===== config.mk =====
export PLATFORM = sky130hd
export DESIGN_NAME = tmr8_cmp
export DESIGN_NICKNAME = d
export VERILOG_FILES = /design/src/rtl/tmr_pkg.sv /design/src/rtl/tmr_clk_sel.sv /design/src/rtl/tmr_counter.sv /design/src/rtl/tmr_flags.sv /design/src/rtl/tmr8_cmp.sv
export SDC_FILE = /design/constraint.sdc
export NUM_CORES = 1
export LEC_CHECK = 0
export BUFFER_PORTS_ARGS = -buffer_cell sky130_fd_sc_hd__buf_2
export CAP_MARGIN = 0
export CORE_MARGIN = 2
export CORE_UTILIZATION = 35
export DETAILED_ROUTE_END_ITERATION = 8
export PLACE_DENSITY_LB_ADDON = 0.08
export SYNTH_ARGS = -nofsm -noshare
export SYNTH_HDL_FRONTEND = slang
export SYNTH_HIERARCHICAL = 1
export SYNTH_SLANG_ARGS = --single-unit

===== constraint.sdc =====
create_clock -name clk -period 2.3 [get_ports clk]
set_input_delay 0.115 -clock clk [delete_from_list [all_inputs] [get_ports clk]]
set_output_delay 0.115 -clock clk [all_outputs]
set_load 0.01 [all_outputs]

===== src/rtl/tmr_pkg.sv =====
package tmr_pkg;

    localparam int CNT_W = 8;
    localparam int PRE_W = 10;

    typedef enum logic [1:0] {
        MODE_NORMAL = 2'd0,
        MODE_CTC    = 2'd1,
        MODE_FAST   = 2'd2,
        MODE_PHASE  = 2'd3
    } tmr_mode_e;

    typedef enum logic [1:0] {
        REG_CTRL  = 2'd0,
        REG_COUNT = 2'd1,
        REG_CMP   = 2'd2,
        REG_FLAGS = 2'd3
    } tmr_reg_e;

    typedef struct packed {
        tmr_mode_e  mode;
        logic       osc_src;
        logic [2:0] csel;
    } tmr_ctrl_t;

    typedef struct packed {
        logic cmp;
        logic ovf;
    } tmr_evt_t;

    function automatic logic [PRE_W-1:0] div_mask(input logic [2:0] csel);
        case (csel)
            3'd2:    return PRE_W'(7);
            3'd3:    return PRE_W'(31);
            3'd4:    return PRE_W'(63);
            3'd5:    return PRE_W'(127);
            3'd6:    return PRE_W'(255);
            3'd7:    return PRE_W'(1023);
            default: return '0;
        endcase
    endfunction

    function automatic logic is_pwm(input tmr_mode_e m);
        return (m == MODE_FAST) || (m == MODE_PHASE);
    endfunction

endpackage


===== src/rtl/tmr_clk_sel.sv =====
module tmr_clk_sel
    import tmr_pkg::*;
#(
    parameter int SYNC_N = 2
) (
    input  logic       clk,
    input  logic       rst,
    input  logic [2:0] csel,
    input  logic       osc_src,
    input  logic       osc_in,
    output logic       tick
);
    logic [SYNC_N-1:0] sync_q;
    logic              osc_prev_q;
    logic [PRE_W-1:0]  pre_q;
    logic [PRE_W-1:0]  mask;
    logic              src_evt;

    assign src_evt = osc_src ? (sync_q[SYNC_N-1] & ~osc_prev_q) : 1'b1;
    assign mask    = div_mask(csel);
    assign tick    = (csel != 3'd0) && src_evt && ((pre_q & mask) == mask);

    always_ff @(posedge clk) begin
        if (rst) begin
            sync_q     <= '0;
            osc_prev_q <= 1'b0;
            pre_q      <= '0;
        end else begin
            sync_q     <= {sync_q[SYNC_N-2:0], osc_in};
            osc_prev_q <= sync_q[SYNC_N-1];
            if (src_evt) pre_q <= pre_q + 1'b1;
        end
    end

    // in oscillator mode a tick needs a synchronized rising edge
    assert_osc_tick_R4: assert property (@(posedge clk) disable iff (rst)
        (osc_src && tick) |=> $past(sync_q[SYNC_N-1]) && !osc_prev_q == 1'b0);

endmodule


===== src/rtl/tmr_counter.sv =====
module tmr_counter
    import tmr_pkg::*;
#(
    parameter int W = CNT_W
) (
    input  logic      clk,
    input  logic      rst,
    input  tmr_mode_e mode,
    input  logic      tick,
    input  logic      cnt_wr,
    input  logic [W-1:0] cnt_wdata,
    input  logic      cmp_wr,
    input  logic [W-1:0] cmp_wdata,
    output logic [W-1:0] cnt,
    output logic [W-1:0] cmp_act,
    output logic      wave,
    output tmr_evt_t  evt
);
    logic [W-1:0] cnt_q, cnt_d, cmp_act_q, cmp_buf_q;
    logic         dir_up_q, dir_d, tog_q, ovf;
    logic         at_top, at_bot, hit;

    assign at_top = (cnt_q == '1);
    assign at_bot = (cnt_q == '0);
    assign hit    = (cnt_q == cmp_act_q);

    always_comb begin
        cnt_d = cnt_q;
        dir_d = dir_up_q;
        ovf   = 1'b0;
        if (tick) begin
            case (mode)
                MODE_NORMAL, MODE_FAST: begin
                    cnt_d = cnt_q + 1'b1;
                    ovf   = at_top;
                end
                MODE_CTC: begin
                    cnt_d = hit ? '0 : cnt_q + 1'b1;
                    ovf   = at_top;
                end
                default: begin
                    if (dir_up_q) begin
                        if (at_top) begin
                            cnt_d = cnt_q - 1'b1;
                            dir_d = 1'b0;
                        end else begin
                            cnt_d = cnt_q + 1'b1;
                        end
                    end else if (at_bot) begin
                        cnt_d = cnt_q + 1'b1;
                        dir_d = 1'b1;
                        ovf   = 1'b1;
                    end else begin
                        cnt_d = cnt_q - 1'b1;
                    end
                end
            endcase
        end
        if (mode != MODE_PHASE) dir_d = 1'b1;
    end

    always_ff @(posedge clk) begin
        if (rst) begin
            cnt_q     <= '0;
            dir_up_q  <= 1'b1;
            tog_q     <= 1'b0;
            cmp_buf_q <= '0;
            cmp_act_q <= '0;
        end else begin
            cnt_q    <= cnt_wr ? cnt_wdata : cnt_d;
            dir_up_q <= dir_d;
            if (tick && (mode == MODE_CTC) && hit) tog_q <= ~tog_q;
            if (cmp_wr) cmp_buf_q <= cmp_wdata;
            if (cmp_wr && !is_pwm(mode))
                cmp_act_q <= cmp_wdata;
            else if (is_pwm(mode) && tick && at_top)
                cmp_act_q <= cmp_buf_q;
        end
    end

    always_comb begin
        case (mode)
            MODE_NORMAL: wave = 1'b0;
            MODE_CTC:    wave = tog_q;
            default:     wave = (cnt_q < cmp_act_q);
        endcase
    end

    assign cnt     = cnt_q;
    assign cmp_act = cmp_act_q;
    assign evt.ovf = ovf;
    assign evt.cmp = tick && hit;

    assert_hold_stopped_R2: assert property (@(posedge clk) disable iff (rst)
        (!tick && !cnt_wr) |=> $stable(cnt_q));

    assert_wrap_top_R5: assert property (@(posedge clk) disable iff (rst)
        (tick && !cnt_wr && at_top && (mode == MODE_NORMAL || mode == MODE_FAST))
        |=> (cnt_q == '0));

    assert_buffer_hold_R8: assert property (@(posedge clk) disable iff (rst)
        (is_pwm(mode) && !(tick && at_top)) |=> $stable(cmp_act_q));

    assert_phase_bottom_R10: assert property (@(posedge clk) disable iff (rst)
        (mode == MODE_PHASE && tick && !cnt_wr && !dir_up_q && at_bot)
        |=> (cnt_q == W'(1) && dir_up_q));

endmodule


===== src/rtl/tmr_flags.sv =====
module tmr_flags #(
    parameter int NSRC = 2
) (
    input  logic            clk,
    input  logic            rst,
    input  logic [NSRC-1:0] set_evt,
    input  logic [NSRC-1:0] clr_w1c,
    input  logic [NSRC-1:0] clr_ack,
    input  logic            mask_wr,
    input  logic [NSRC-1:0] mask_wdata,
    output logic [NSRC-1:0] flags,
    output logic [NSRC-1:0] mask,
    output logic [NSRC-1:0] irq
);
    logic [NSRC-1:0] flag_q, mask_q;

    always_ff @(posedge clk) begin
        if (rst) begin
            flag_q <= '0;
            mask_q <= '0;
        end else begin
            for (int i = 0; i < NSRC; i++) begin
                if (set_evt[i])                  flag_q[i] <= 1'b1;
                else if (clr_w1c[i] | clr_ack[i]) flag_q[i] <= 1'b0;
            end
            if (mask_wr) mask_q <= mask_wdata;
        end
    end

    for (genvar i = 0; i < NSRC; i++) begin : g_src
        assign irq[i] = flag_q[i] & mask_q[i];

        assert_flag_cause_R11: assert property (@(posedge clk) disable iff (rst)
            $rose(flag_q[i]) |-> $past(set_evt[i]));

        assert_ack_clears_R11: assert property (@(posedge clk) disable iff (rst)
            (clr_ack[i] && !set_evt[i]) |=> !flag_q[i]);
    end

    assign flags = flag_q;
    assign mask  = mask_q;

endmodule


===== src/rtl/tmr8_cmp.sv =====
module tmr8_cmp
    import tmr_pkg::*;
#(
    parameter int SYNC_N = 2
) (
    input  logic       clk,
    input  logic       rst,
    input  logic       wr_en,
    input  logic [1:0] wr_addr,
    input  logic [7:0] wr_data,
    input  logic [1:0] rd_addr,
    output logic [7:0] rd_data,
    input  logic       osc_in,
    input  logic       irq_ack_ovf,
    input  logic       irq_ack_cmp,
    output logic       irq_ovf,
    output logic       irq_cmp,
    output logic       wave_out
);
    tmr_ctrl_t        ctrl_q;
    logic             tick;
    logic [CNT_W-1:0] cnt, cmp_act;
    tmr_evt_t         evt;
    logic [1:0]       flags, mask, irq;
    logic             wr_ctrl, wr_cnt, wr_cmp, wr_flags;

    assign wr_ctrl  = wr_en && (wr_addr == REG_CTRL);
    assign wr_cnt   = wr_en && (wr_addr == REG_COUNT);
    assign wr_cmp   = wr_en && (wr_addr == REG_CMP);
    assign wr_flags = wr_en && (wr_addr == REG_FLAGS);

    always_ff @(posedge clk) begin
        if (rst)          ctrl_q <= '0;
        else if (wr_ctrl) ctrl_q <= wr_data[5:0];
    end

    tmr_clk_sel #(.SYNC_N(SYNC_N)) u_clk (
        .clk     (clk),
        .rst     (rst),
        .csel    (ctrl_q.csel),
        .osc_src (ctrl_q.osc_src),
        .osc_in  (osc_in),
        .tick    (tick)
    );

    tmr_counter #(.W(CNT_W)) u_cnt (
        .clk       (clk),
        .rst       (rst),
        .mode      (ctrl_q.mode),
        .tick      (tick),
        .cnt_wr    (wr_cnt),
        .cnt_wdata (wr_data),
        .cmp_wr    (wr_cmp),
        .cmp_wdata (wr_data),
        .cnt       (cnt),
        .cmp_act   (cmp_act),
        .wave      (wave_out),
        .evt       (evt)
    );

    tmr_flags #(.NSRC(2)) u_flags (
        .clk        (clk),
        .rst        (rst),
        .set_evt    (evt),
        .clr_w1c    (wr_flags ? wr_data[1:0] : 2'b00),
        .clr_ack    ({irq_ack_cmp, irq_ack_ovf}),
        .mask_wr    (wr_flags),
        .mask_wdata (wr_data[5:4]),
        .flags      (flags),
        .mask       (mask),
        .irq        (irq)
    );

    assign irq_ovf = irq[0];
    assign irq_cmp = irq[1];

    always_comb begin
        case (rd_addr)
            REG_CTRL:  rd_data = {2'b00, ctrl_q};
            REG_COUNT: rd_data = cnt;
            REG_CMP:   rd_data = cmp_act;
            default:   rd_data = {2'b00, mask, 2'b00, flags};
        endcase
    end

    // interrupt requests stay low while reset is applied
    assert_reset_quiet_R1: assert property (@(posedge clk)
        $past(rst) |-> (!irq_ovf && !irq_cmp));

endmodule


Word-level counts from Yosys, hierarchy flattened

Cells that the tools add are included.

Bits in writable memories: 0
Output and inout port bits: 11
Memories kept: 0
Register bits: 49
Word-level logic and storage cells: 96
Bits in latches: 0
Bits of input ports: 18
ROM bits: 0

Bitwise gates (word level): 9
Shift-type cells: 0
Eq/ne operators: 18
Div/mod/pow operators: 0
$mul: 0
Reduce and logical (&&, ||, !) cells: 27
Mux-type cells: 24
Magnitude comparators: 1
Add/sub/neg operators: 3

Operators with widths:

| cell                                                | number |
|---|---|
| 2-to-1 mux 8 bit                                    | 8 |
| one-hot mux 10 bit (6 select lines)                 | 1 |
| one-hot mux 8 bit (3 select lines)                  | 1 |
| one-hot mux 8 bit (2 select lines)                  | 1 |
| equality test 3 bit, second input constant          | 4 |
| logical AND 1 bit                                   | 12 |
| 2-to-1 mux 1 bit                                    | 11 |
| adder 10 x 1 -> 10 bit, second input constant       | 1 |
| AND 10 bit                                          | 1 |
| equality test 10 bit                                | 1 |
| equality test 2 bit, second input constant          | 5 |
| adder 8 x 1 -> 8 bit, second input constant         | 1 |
| equality test 8 bit                                 | 1 |
| equality test 8 bit, second input constant          | 1 |
| zero test 8 bit                                     | 1 |
| < comparator 8 bit                                  | 1 |
| nonzero test 2 bit                                  | 4 |
| subtractor 8 x 1 -> 8 bit, second input constant    | 1 |
| equality test 2 x 1 -> 1 bit, second input constant | 3 |
| equality test 3 x 2 -> 1 bit, second input constant | 2 |
| zero test 2 bit                                     | 3 |
| OR reduction 2 bit                                  | 2 |
| AND 1 bit                                           | 3 |
| inverter 1 bit                                      | 3 |
| 9 further kinds                                     | 10 |

Longest topological paths before layout

Gate-level depths: netlist of the first run.

Word-level depth: 9
Mapped depth: 10
Depth with buffers taken out: 9

Modules after synthesis

Netlist of the first run, hierarchy kept.

By module, submodules not included:

| module      | sequential area each (um^2) | cells an instance | area each (um^2) | instances |
|---|---|---|---|---|
| tmr_counter | 520.5                       | 230               | 1811.7           | 1 |
| tmr_clk_sel | 260.2                       | 71                | 654.4            | 1 |
| tmr8_cmp    | 120.1                       | 46                | 491.7            | 1 |
| tmr_flags   | 80.1                        | 16                | 155.1            | 1 |

Least setup slack after synthesis of the first run

OpenSTA, ideal clock, no wires.

Path type: reg2reg
Start point: reg u_cnt.cnt_q[0] (netlist: u_cnt/cnt[0])
End point: reg u_cnt.cnt_q[4] (netlist: u_cnt/cnt[4])
Cell stages (with the launch flop): 9
Data required time: 2184 ps
Arrival time: 2246 ps
Buffers on the path: 1
Slack: -62 ps
Cell sequence: dfxtp_1 -> inv_1 -> ha_1 -> nand4_1 -> or4b_4 -> buf_6 -> and3_4 -> or4_1 -> o211a_1

Word-level cells in the longest chain between the ends: 6

RTL lines:

| what                                              | line                                 | text |
|---|---|---|
| start: declaration                                | tmr_counter.sv:19                    | `logic [W-1:0] cnt_q, cnt_d, cmp_act_q, cmp_buf_q;` |
| start signal: assignment                          | tmr_counter.sv:70                    | `cnt_q <= cnt_wr ? cnt_wdata : cnt_d;` |
| subtractor 8 x 1 -> 8 bit (tied with other cells) | tmr_counter.sv:44, tmr_counter.sv:54 |  |
| 2-to-1 mux 8 bit, on equally long branches        | tmr_counter.sv:49, tmr_counter.sv:43 |  |
| 2-to-1 mux 8 bit                                  | tmr_counter.sv:42                    | `if (dir_up_q) begin` |
| one-hot mux 8 bit (2 select lines) *              | tmr_counter.sv:32                    | `case (mode)` |
| 2-to-1 mux 8 bit *                                | tmr_counter.sv:31                    | `if (tick) begin` |
| 2-to-1 mux 8 bit *                                | tmr_counter.sv:70                    |  |

Mark *: on every way between the ends. The rest lies on a longest branch, timed or not. The select of a mux whose other input is x is not followed.
A chain may end at the register's enable or synchronous reset.

Worst setup path in the final report of the first run

Start point: reg u_cnt.cmp_act_q[7] (netlist: u_cnt/cmp_act[7])
End point: reg u_cnt.cnt_q[4] (netlist: u_cnt/cnt[4])

Word-level cells in the longest chain between the ends: 5

RTL lines:

| what                               | line              | text |
|---|---|---|
| start: declaration                 | tmr_counter.sv:19 |  |
| start signal: assignment           | tmr_counter.sv:75 | `cmp_act_q <= cmp_wdata;` |
| start signal: assignment           | tmr_counter.sv:77 | `cmp_act_q <= cmp_buf_q;` |
| equality test 8 bit                | tmr_counter.sv:25 | `assign hit = (cnt_q == cmp_act_q);` |
| 2-to-1 mux 8 bit                   | tmr_counter.sv:38 | `cnt_d = hit ? '0 : cnt_q + 1'b1;` |
| one-hot mux 8 bit (2 select lines) | tmr_counter.sv:32 |  |
| 2-to-1 mux 8 bit                   | tmr_counter.sv:31 |  |
| 2-to-1 mux 8 bit                   | tmr_counter.sv:70 |  |

No other way between the ends. The select of a mux whose other input is x is not followed.

==> results of run 1 <==
layer usage:
| metal | track usage (%) | vias to the layer above |
|---|---|---|
| met5 | 0 | - |
| met4 | 3.79 | 0 |
| met3 | 2.43 | 5 |
| met2 | 31.2 | 49 |
| met1 | 26.1 | 1306 |
| li1 | - | 1367 |
cells in the mapped netlist, drive strengths merged, types with 3 or more instances:
master / count
a211oi: 15
a21oi: 16
a221oi: 3
a31oi: 4
and2: 5
and3: 5
buf: 12
clkbuf: 11
dfxtp: 49
ha: 12
inv: 21
mux2: 4
mux2i: 30
mux4: 4
nand2: 32
nand2b: 14
nand3: 7
nand4: 5
nor2: 41
nor2b: 12
nor3: 6
nor4: 3
o21ai: 10
o31ai: 3
xnor2: 9
per-stage QoR:
step	worst slack, ns	hold WS (ns)	power, W	setup TNS (ns)
5_1_grt	-0.0171	0.00761	0.00211	-0.0171
4_1_cts	0.0340	0.000127	0.00202	0
3_3_place_gp	0.0968	0.321	0.00138	0
6_report	0.0716	0.00990	0.00201	0
3_5_place_dp	0.0556	0.334	0.00138	0
2_1_floorplan	0.00523	0.184	0.00121	0
worst reg2reg max path, delay by kind of cell (launching register included):
| kind | cells | cell delay, ns |
|---|---|---|
| adders and majority gates | 1 | 0.29 |
| buffers and inverters | 1 | 0.04 |
| DFF | 1 | 0.35 |
| and+or+nand+nor | 4 | 1.31 |
| AOI/OAI and AO/OA | 1 | 0.12 |
what timing repair did:
item                                   in CTS  in global routing
gates resized for setup                     0                 15
endpoints found under the hold margin       0                  0
hold buffers                                0                  0
setup buffers                               0                  0
setup endpoints to repair                   0                  8
power groups by stage:
stage	logic (W)	clock network, W	registers [W]
floorplan	0.000272	0	0.000933
global placement	0.000440	0	0.000938
detailed placement	0.000439	0	0.000939
CTS	0.000441	0.000656	0.000920
global route	0.000504	0.000679	0.000929
finish	0.000452	0.000631	0.000923
logic make-up after synthesis:
group / synth area share [%]
and+or+nand+nor: 23.9
AOI/OAI and AO/OA: 16.6
DFF: 31.5
buffers and inverters: 6.39
muxes: 14.0
adders and majority gates: 4.82
xor gates and xnor gates: 2.81
how the worst max path moves through the flow:
stage | end | slack, ns | cells past startpoint
6_report | u_cnt/cnt[4]$_SDFFE_PP0P_ | 0.07 | 7
5_1_grt | wave_out | -0.02 | 8
4_1_cts | u_cnt/cnt[4]$_SDFFE_PP0P_ | 0.03 | 7
3_5_place_dp | u_cnt/cnt[4]$_SDFFE_PP0P_ | 0.06 | 6
3_3_place_gp | u_cnt/cnt[4]$_SDFFE_PP0P_ | 0.1 | 7
2_1_floorplan | u_cnt/cnt[4]$_SDFFE_PP0P_ | 0.005 | 8
final cells by class:
cell class / instances / area (µm²) / share of cell area [%]
Clock buffer: 6 / 72.6 / 1.97
Clock inverter: 2 / 38.8 / 1.05
Inverter: 21 / 78.8 / 2.14
Multi-Input combinational cell: 270 / 1970 / 53.5
Sequential cell: 49 / 991 / 26.9
Tap cell: 108 / 135 / 3.67
Timing Repair Buffer: 60 / 397 / 10.8
registers in the layout (all words and copies together) (netlist names):
signal,cells
u_cnt/cmp_buf_q,8
u_flags/flags,2
u_cnt/tog_q,1
u_clk/sync_q,2
ctrl_q,6
u_clk/osc_prev_q,1
u_cnt/dir_up_q,1
u_flags/mask,2
u_clk/pre_q,10
u_cnt/cmp_act,8
u_cnt/cnt,8
==> results_tabular.tex, run 1 <==
\begin{tabular}{lr}
\hline
Metric & Value \\
\hline
\multicolumn{2}{l}{\textbf{Status}} \\
\quad Status & finished, final reports clean \\
\multicolumn{2}{l}{\textbf{Global route}} \\
\quad Global-route congestion overflow total & 0 \\
\quad First-pass GRT wire length & between 10,000 and 15,000 µm \\
\quad Overall track demand over capacity in global routing & 18.7\% \\
\quad Number of global-route vias before repair & $\sim$2,700 \\
\quad Maximum number of pins on one net before global-route repair & 37 \\
\quad Antenna violations before repair & 0 \\
\multicolumn{2}{l}{\textbf{Logic synthesis}} \\
\quad Number of distinct library cell variants in the gate-level netlist after synthesis & 56 \\
\quad Net count after synthesis & about 400 \\
\quad Most frequently used flop master after synthesis & dfxtp\_1 \\
\quad Async set-or-reset flop fraction in the synthesized netlist & 0\% \\
\quad Library cell occupying the most area in the post-synthesis netlist & dfxtp\_1 \\
\quad Average instance area after synthesis & around 8.6 µm² \\
\quad Sequential-to-total area share from yosys stat & about a third \\
\quad Number of synthesized flops with an enable pin & 0 \\
\quad Number of cells produced by synthesis & 363 \\
\quad \#FFs+latches synth & a little under 50 \\
\quad Count of yosys warnings during synthesis & 6 \\
\quad Combined area of all synthesized cells & just over 3000 µm² \\
\quad Synth area leaders & dfxtp\_1, mux2i\_1, nor2\_1, ha\_1, nand2\_1 \\
\quad Yosys top cell area share & 31.5\% \\
\multicolumn{2}{l}{\textbf{Layout}} \\
\quad Final Util & 42.4\% \\
\quad Relative area change from synthesis to final layout & 18.3\% \\
\quad Fraction of layout cells with a size suffix above 1 & around a quarter \\
\quad Nets@finish & approximately 440 \\
\quad Number of fillers in the final layout & $\sim$900 \\
\quad Most frequent cells in the layout & nor2\_1, dfxtp\_1, nand2\_1, mux2i\_1, buf\_4 \\
\quad Count of non-filler cells in the finished layout & slightly above 500 \\
\quad Total inserted antenna cells & 0 \\
\quad Final Instance Area & 3680 µm² \\
\multicolumn{2}{l}{\textbf{Drt}} \\
\quad Metal2 WL & 4190 µm \\
\quad DRC Markers & 0 \\
\quad Initial drt markers & about 150 \\
\quad WL met1 & 4190 µm \\
\quad Number of iterations in the first detailed-routing pass & 4 \\
\quad Highest routing layer actually used & met4 \\
\quad Met3 WL post-DR & 305 µm \\
\quad Drt total wl & 8740 µm \\
\quad Antenna viol nets, final & 0 \\
\quad Routed WL per cell & roughly 17 µm \\
\quad Average vias per placed instance & 5.28 \\
\quad Via count of the routed design & about 2,700 \\
\multicolumn{2}{l}{\textbf{Die}} \\
\quad Chip width & a little under 100 µm \\
\quad Core area & about 8700 µm² \\
\quad Row cnt & 34 \\
\quad Initial core utilization & a little over a third \\
\quad Die Outline Area & approximately 9700 µm² \\
\quad Chip Height & a little under 100 µm \\
\quad Count of pins on the block boundary & 29 \\
\multicolumn{2}{l}{\textbf{Place}} \\
\quad Half-perimeter wire length of the detailed placement result & around 6600 µm \\
\quad Area post-placement & between 3000 and 4000 µm² \\
\quad Count of port buffers added during placement & 28 \\
\quad Cell Count Post-Placement & $\sim$500 \\
\quad Final weighted congestion in routability-driven placement & about 0.87 \\
\multicolumn{2}{l}{\textbf{Timing}} \\
\quad Final setup vio count & 0 \\
\quad Worst clock skew & $\sim$0.0074 ns \\
\quad Final period demand of the worst path & 2.23 ns \\
\quad Least-Margin Pin Slew & 0.583 ns \\
\quad Max Slew Vio Count & 0 \\
\quad Slew headroom & 61.1\% \\
\quad Crit share post-route & between 90\% and 100\% \\
\quad Fmax & approximately 0.45 GHz \\
\quad Final number of hold-violating endpoints & 0 \\
\multicolumn{2}{l}{\textbf{Setup path}} \\
\quad CP delay by family, top & simple AND/OR/NAND/NOR gates \\
\quad Class of the most critical setup path & flip-flop to flip-flop \\
\quad Flop2flop setup slack & approximately 0.072 ns \\
\quad Arrival @ worst endpoint & between 2 and 2.5 ns \\
\quad Critical path startpoint category & flip-flop \\
\quad Cell-by-cell listing of the critical path & inv\_1 > ha\_1 > nand4\_2 > or4b\_4 > and3\_4 > or4\_1 > o211a\_1 \\
\quad Crit. Startpoint & u\_cnt/cmp\_act[7]\$\_SDFFE\_PP0P\_ \\
\quad Combined buffer and inverter count along the critical path & 1 \\
\quad Data required, critical path & 2.50 ns \\
\quad Worst reg2reg path depth & 7 \\
\quad Critical-path maximum fanout & 3 \\
\quad Launch instance of the worst register-to-register path & u\_cnt/cmp\_act[7]\$\_SDFFE\_PP0P\_ \\
\quad Delay of the slowest cell on the worst path & 0.55 ns \\
\quad Crit end category & flip-flop \\
\quad Worst path slowest cell & or4b\_4 \\
\quad End of the worst register-to-register path & u\_cnt/cnt[4]\$\_SDFFE\_PP0P\_ \\
\multicolumn{2}{l}{\textbf{Power and ir drop}} \\
\quad Internal power & roughly 0.0014 W \\
\quad Fraction of power spent switching nets & between 20 and 30\% \\
\quad Portion of total power attributed to the clock network & roughly a third \\
\quad Combinational group share of total power & 22.5\% \\
\quad Net Switching & 0.000592 W \\
\quad Peak supply drop & roughly 0.00033 V \\
\quad Leakage power figure & between 1 and 1.5 nW \\
\quad Sequential group share of total power & between 40\% and 50\% \\
\quad Pwr per Cell Area & 545 nW/µm² \\
\multicolumn{2}{l}{\textbf{Worst hold path}} \\
\quad Min-delay worst type & input pin to flip-flop \\
\quad Startpoint of the worst hold path & osc\_in \\
\quad Worst min-delay path endpoint & u\_clk/sync\_q[0]\$\_SDFF\_PP0\_ \\
\quad Hold Crit Depth & 2 \\
\multicolumn{2}{l}{\textbf{Clock network}} \\
\quad Count of H-tree levels built during CTS & 2 \\
\quad TritonCTS clock tree & built \\
\quad Buffer type at the clock tree root & clkbuf\_8 \\
\quad Clock latency of the later-clocked register in the worst-skew pair & between 0.3 and 0.4 ns \\
\quad Number of sinks handled by clock tree synthesis & 49 \\
\quad Bufs on Longest Clock Path & 2 \\
\quad Total clock buffers created by CTS & 5 \\
\quad Register clock-pin slew on the reported worst setup and hold paths & about 0.10 ns \\
\multicolumn{2}{l}{\textbf{Run}} \\
\quad Number of violations of the max-capacitance limit & 0 \\
\hline
\end{tabular}
No activity file was read; power rests on OpenSTA's default activity.
==> run 2, diff against run 1 <==
--- a/config.mk
+++ b/config.mk
@@ -13,5 +13,4 @@
 export PLACE_DENSITY_LB_ADDON = 0.08
 export SYNTH_ARGS = -nofsm -noshare
 export SYNTH_HDL_FRONTEND = slang
-export SYNTH_HIERARCHICAL = 1
 export SYNTH_SLANG_ARGS = --single-unit
==> results_tabular.tex, run 2 <==
\begin{tabular}{lr}
\hline
Metric & Value \\
\hline
\multicolumn{2}{l}{\textbf{Logic synthesis}} \\
\quad Post-Synth Adder-Cell Area & under 10\% \\
\quad Mux contribution to synthesized area & 12.5\% \\
\quad XOR/XNOR Fraction of Synth Area & 2.07\% \\
\quad Number of cells produced by synthesis & 344 \\
\quad Synth area leaders & dfxtp\_1, mux2i\_1, nor2\_1, ha\_1, mux4\_2 \\
\quad Yosys top cell area share & between 30\% and 40\% \\
\quad Number of distinct library cell variants in the gate-level netlist after synthesis & 60 \\
\quad Library cell occupying the most area in the post-synthesis netlist & dfxtp\_1 \\
\quad \#FFs+latches synth & 49 \\
\quad Cell with the most instances after synthesis & dfxtp\_1 \\
\quad Async set-or-reset flop fraction in the synthesized netlist & 0\% \\
\quad Simple-gate portion of the synthesized area & approximately a quarter \\
\quad Synthesized-area fraction occupied by ao, oa, aoi and oai cells & between 10\% and 20\% \\
\quad Main combinational cell family by area after synthesis & simple AND/OR/NAND/NOR gates \\
\quad Count of yosys warnings during synthesis & 0 \\
\quad Net count after synthesis & between 300 and 400 \\
\quad Most frequently used flop master after synthesis & dfxtp\_1 \\
\quad Combined area of all synthesized cells & between 2000 and 3000 µm² \\
\quad Sequential-to-total area share from yosys stat & about a third \\
\quad Average instance area after synthesis & $\sim$8.6 µm² \\
\quad Number of synthesized flops with an enable pin & 0 \\
\quad Most common library cells after synthesis & dfxtp\_1, nor2\_1, mux2i\_1 \\
\multicolumn{2}{l}{\textbf{Layout}} \\
\quad Most common cell after layout, fill and taps aside & dfxtp\_1 \\
\quad Fraction of layout cells with a size suffix above 1 & 20.6\% \\
\quad Number of fillers in the final layout & 840 \\
\quad Relative area change from synthesis to final layout & 15.3\% \\
\quad Register containing the most flip-flops in the final layout & u\_clk.pre\_q \\
\quad Total inserted antenna cells & 0 \\
\quad Nets@finish & roughly 400 \\
\quad Flip-flop count of the largest register, all copies and words added & 10 \\
\quad Most frequent cells in the layout & dfxtp\_1, nor2\_1, mux2i\_1, buf\_2, buf\_4 \\
\multicolumn{2}{l}{\textbf{Setup path}} \\
\quad Critical-path maximum fanout & 3 \\
\quad CP delay by family, top & compound AO/OA/AOI/OAI gates \\
\quad Data required, critical path & $\sim$2.5 ns \\
\quad Class of the most critical setup path & flip-flop to flip-flop \\
\quad Cell-by-cell listing of the critical path & inv\_1 > ha\_1 > and4\_1 > and3\_1 > a21o\_1 > o22a\_1 > a221o\_1 > a211oi\_2 \\
\quad Delay of the slowest cell on the worst path & between 0.3 and 0.4 ns \\
\quad Worst path slowest cell & dfxtp\_1 \\
\quad Crit end category & flip-flop \\
\quad Arrival @ worst endpoint & around 2.4 ns \\
\quad Combined buffer and inverter count along the critical path & 1 \\
\quad Critical path startpoint category & flip-flop \\
\multicolumn{2}{l}{\textbf{Clock network}} \\
\quad Buffer type at the clock tree root & clkbuf\_8 \\
\quad TritonCTS clock tree & built \\
\quad Count of H-tree levels built during CTS & 2 \\
\quad Register clock-pin slew on the reported worst setup and hold paths & between 0.1 and 0.15 ns \\
\quad Clock latency of the later-clocked register in the worst-skew pair & between 0.3 and 0.4 ns \\
\quad Total clock buffers created by CTS & 5 \\
\quad Number of sinks handled by clock tree synthesis & 49 \\
\quad Post-CTS Hold Buffers & 0 \\
\quad Bufs on Longest Clock Path & 2 \\
\multicolumn{2}{l}{\textbf{Die}} \\
\quad Die Outline Area & between 9000 and 10,000 µm² \\
\quad Core area & slightly above 8000 µm² \\
\quad Count of pins on the block boundary & 29 \\
\quad Chip Height & 96.0 µm \\
\quad Chip width & between 90 and 100 µm \\
\quad Row cnt & 33 \\
\quad Initial core utilization & 36.1\% \\
\multicolumn{2}{l}{\textbf{Timing}} \\
\quad Crit share post-route & between 90 and 100\% \\
\quad Slew headroom & between 50\% and 60\% \\
\quad Worst clock skew & around 0.018 ns \\
\quad Final-layout setup total negative slack & 0 ns \\
\quad Setup repair after global routing missed its margin & false \\
\quad Least-Margin Pin Slew & 0.732 ns \\
\quad Setup WS post-layout & approximately 0.18 ns \\
\quad Final period demand of the worst path & 2.12 ns \\
\quad Fmax & 0.471 GHz \\
\quad Max Slew Vio Count & 0 \\
\quad Final setup vio count & 0 \\
\quad Final number of hold-violating endpoints & 0 \\
\multicolumn{2}{l}{\textbf{Place}} \\
\quad Pre-CTS worst setup slack & 0.111 ns \\
\quad Final weighted congestion in routability-driven placement & 0.858 \\
\quad Half-perimeter wire length of the detailed placement result & about 6300 µm \\
\quad Count of port buffers added during placement & 28 \\
\multicolumn{2}{l}{\textbf{Drt}} \\
\quad Via count of the routed design & $\sim$2,600 \\
\quad Antenna viol nets, final & 0 \\
\quad Average vias per placed instance & 5.35 \\
\quad Drt total wl & 8300 µm \\
\quad Number of iterations in the first detailed-routing pass & 5 \\
\quad Routed WL per cell & about 17 µm \\
\quad Initial drt markers & between 80 and 90 \\
\quad DRC Markers & 0 \\
\multicolumn{2}{l}{\textbf{Global route}} \\
\quad First-pass GRT wire length & between 10,000 and 15,000 µm \\
\quad Overall track demand over capacity in global routing & slightly below 20\% \\
\quad Global-route congestion overflow total & 0 \\
\quad Number of global-route vias before repair & 2,424 \\
\quad Maximum number of pins on one net before global-route repair & 32 \\
\quad Antenna violations before repair & 0 \\
\multicolumn{2}{l}{\textbf{Run}} \\
\quad Number of violations of the max-capacitance limit & 0 \\
\multicolumn{2}{l}{\textbf{Power and ir drop}} \\
\quad Total Power & roughly 0.0019 W \\
\quad Leakage power figure & approximately 1.5 nW \\
\quad Peak supply drop & between 0.0003 and 0.0004 V \\
\quad Pwr per Cell Area & about 550 nW/µm² \\
\multicolumn{2}{l}{\textbf{Worst hold path}} \\
\quad Min-delay worst type & input pin to flip-flop \\
\multicolumn{2}{l}{\textbf{Status}} \\
\quad Status & finished, final reports clean \\
\hline
\end{tabular}
## run 2: power by group
group          switching (W)  internal [W]  total [W]
clock network       0.000313      0.000250   0.000563
logic               0.000220      0.000171   0.000391
registers          0.0000322      0.000885   0.000917
total               0.000565       0.00131    0.00187
## run 2: worst paths after layout
| kind | from | to | slack, ns | depth (start not counted) |
|---|---|---|---|---|
| min reg2reg | u_clk.sync_q[1]$_SDFF_PP0_ | u_clk.osc_prev_q$_SDFF_PP0_ | 0.45 | 2 |
| max reg2reg | u_cnt.cmp_act[2]$_SDFFE_PP0P_ | u_cnt.cnt[5]$_SDFFE_PP0P_ | 0.18 | 8 |
| max | u_cnt.cmp_act[2]$_SDFFE_PP0P_ | u_cnt.cnt[5]$_SDFFE_PP0P_ | 0.18 | 8 |
| min | osc_in | u_clk.sync_q[0]$_SDFF_PP0_ | 0.05 | 2 |
## run 2: layout make-up
| class | count | area, µm² | share of cell area [%] |
|---|---|---|---|
| clock buffer | 6 | 82.6 | 2.42 |
| clock inverter | 2 | 17.5 | 0.513 |
| multi-input combinational | 259 | 1830 | 53.5 |
| inverter | 15 | 56.3 | 1.65 |
| sequential | 49 | 982 | 28.7 |
| timing repair buffer | 52 | 320 | 9.37 |
| tap | 105 | 131 | 3.84 |
## run 2: kinds of logic after synthesis
group | count (synthesis)
flip-flops | 49
XOR/XNOR | 7
multiplexers | 32
AND/OR/NAND/NOR | 134
buffers and inverters | 36
adder cells (fa/ha/maj) | 12
AO/OA/AOI/OAI | 74
## run 2: through the flow
stage	hold slack (ns)	cell area [µm²]	cells	utilization (%)
CTS	0.0578	3410	488	41.5
global placement	0.328	3310	480	40.3
floorplan	0.243	2960	344	-
detailed placement	0.370	3310	480	40.3
global route	0.0438	3420	488	41.6
finish	0.0491	3420	488	41.6
## run 2: repair_timing
| action | CTS | global route |
|---|---|---|
| resized for setup | 0 | 3 |
| buffers inserted | 0 | 0 |
| endpoints found under the setup margin | 0 | 5 |
## run 2: routing by layer
layer | part of all wire, % | wire length, µm | vias up | track usage, %
met3 | 3.1 | 260 | 4 | 3.13
met5 | 0 | 0 | - | 0
met2 | 44 | 3670 | 40 | 28.1
met1 | 52 | 4310 | 1245 | 29.3
met4 | 0.66 | 55 | 0 | 4.29
li1 | - | - | 1324 | -
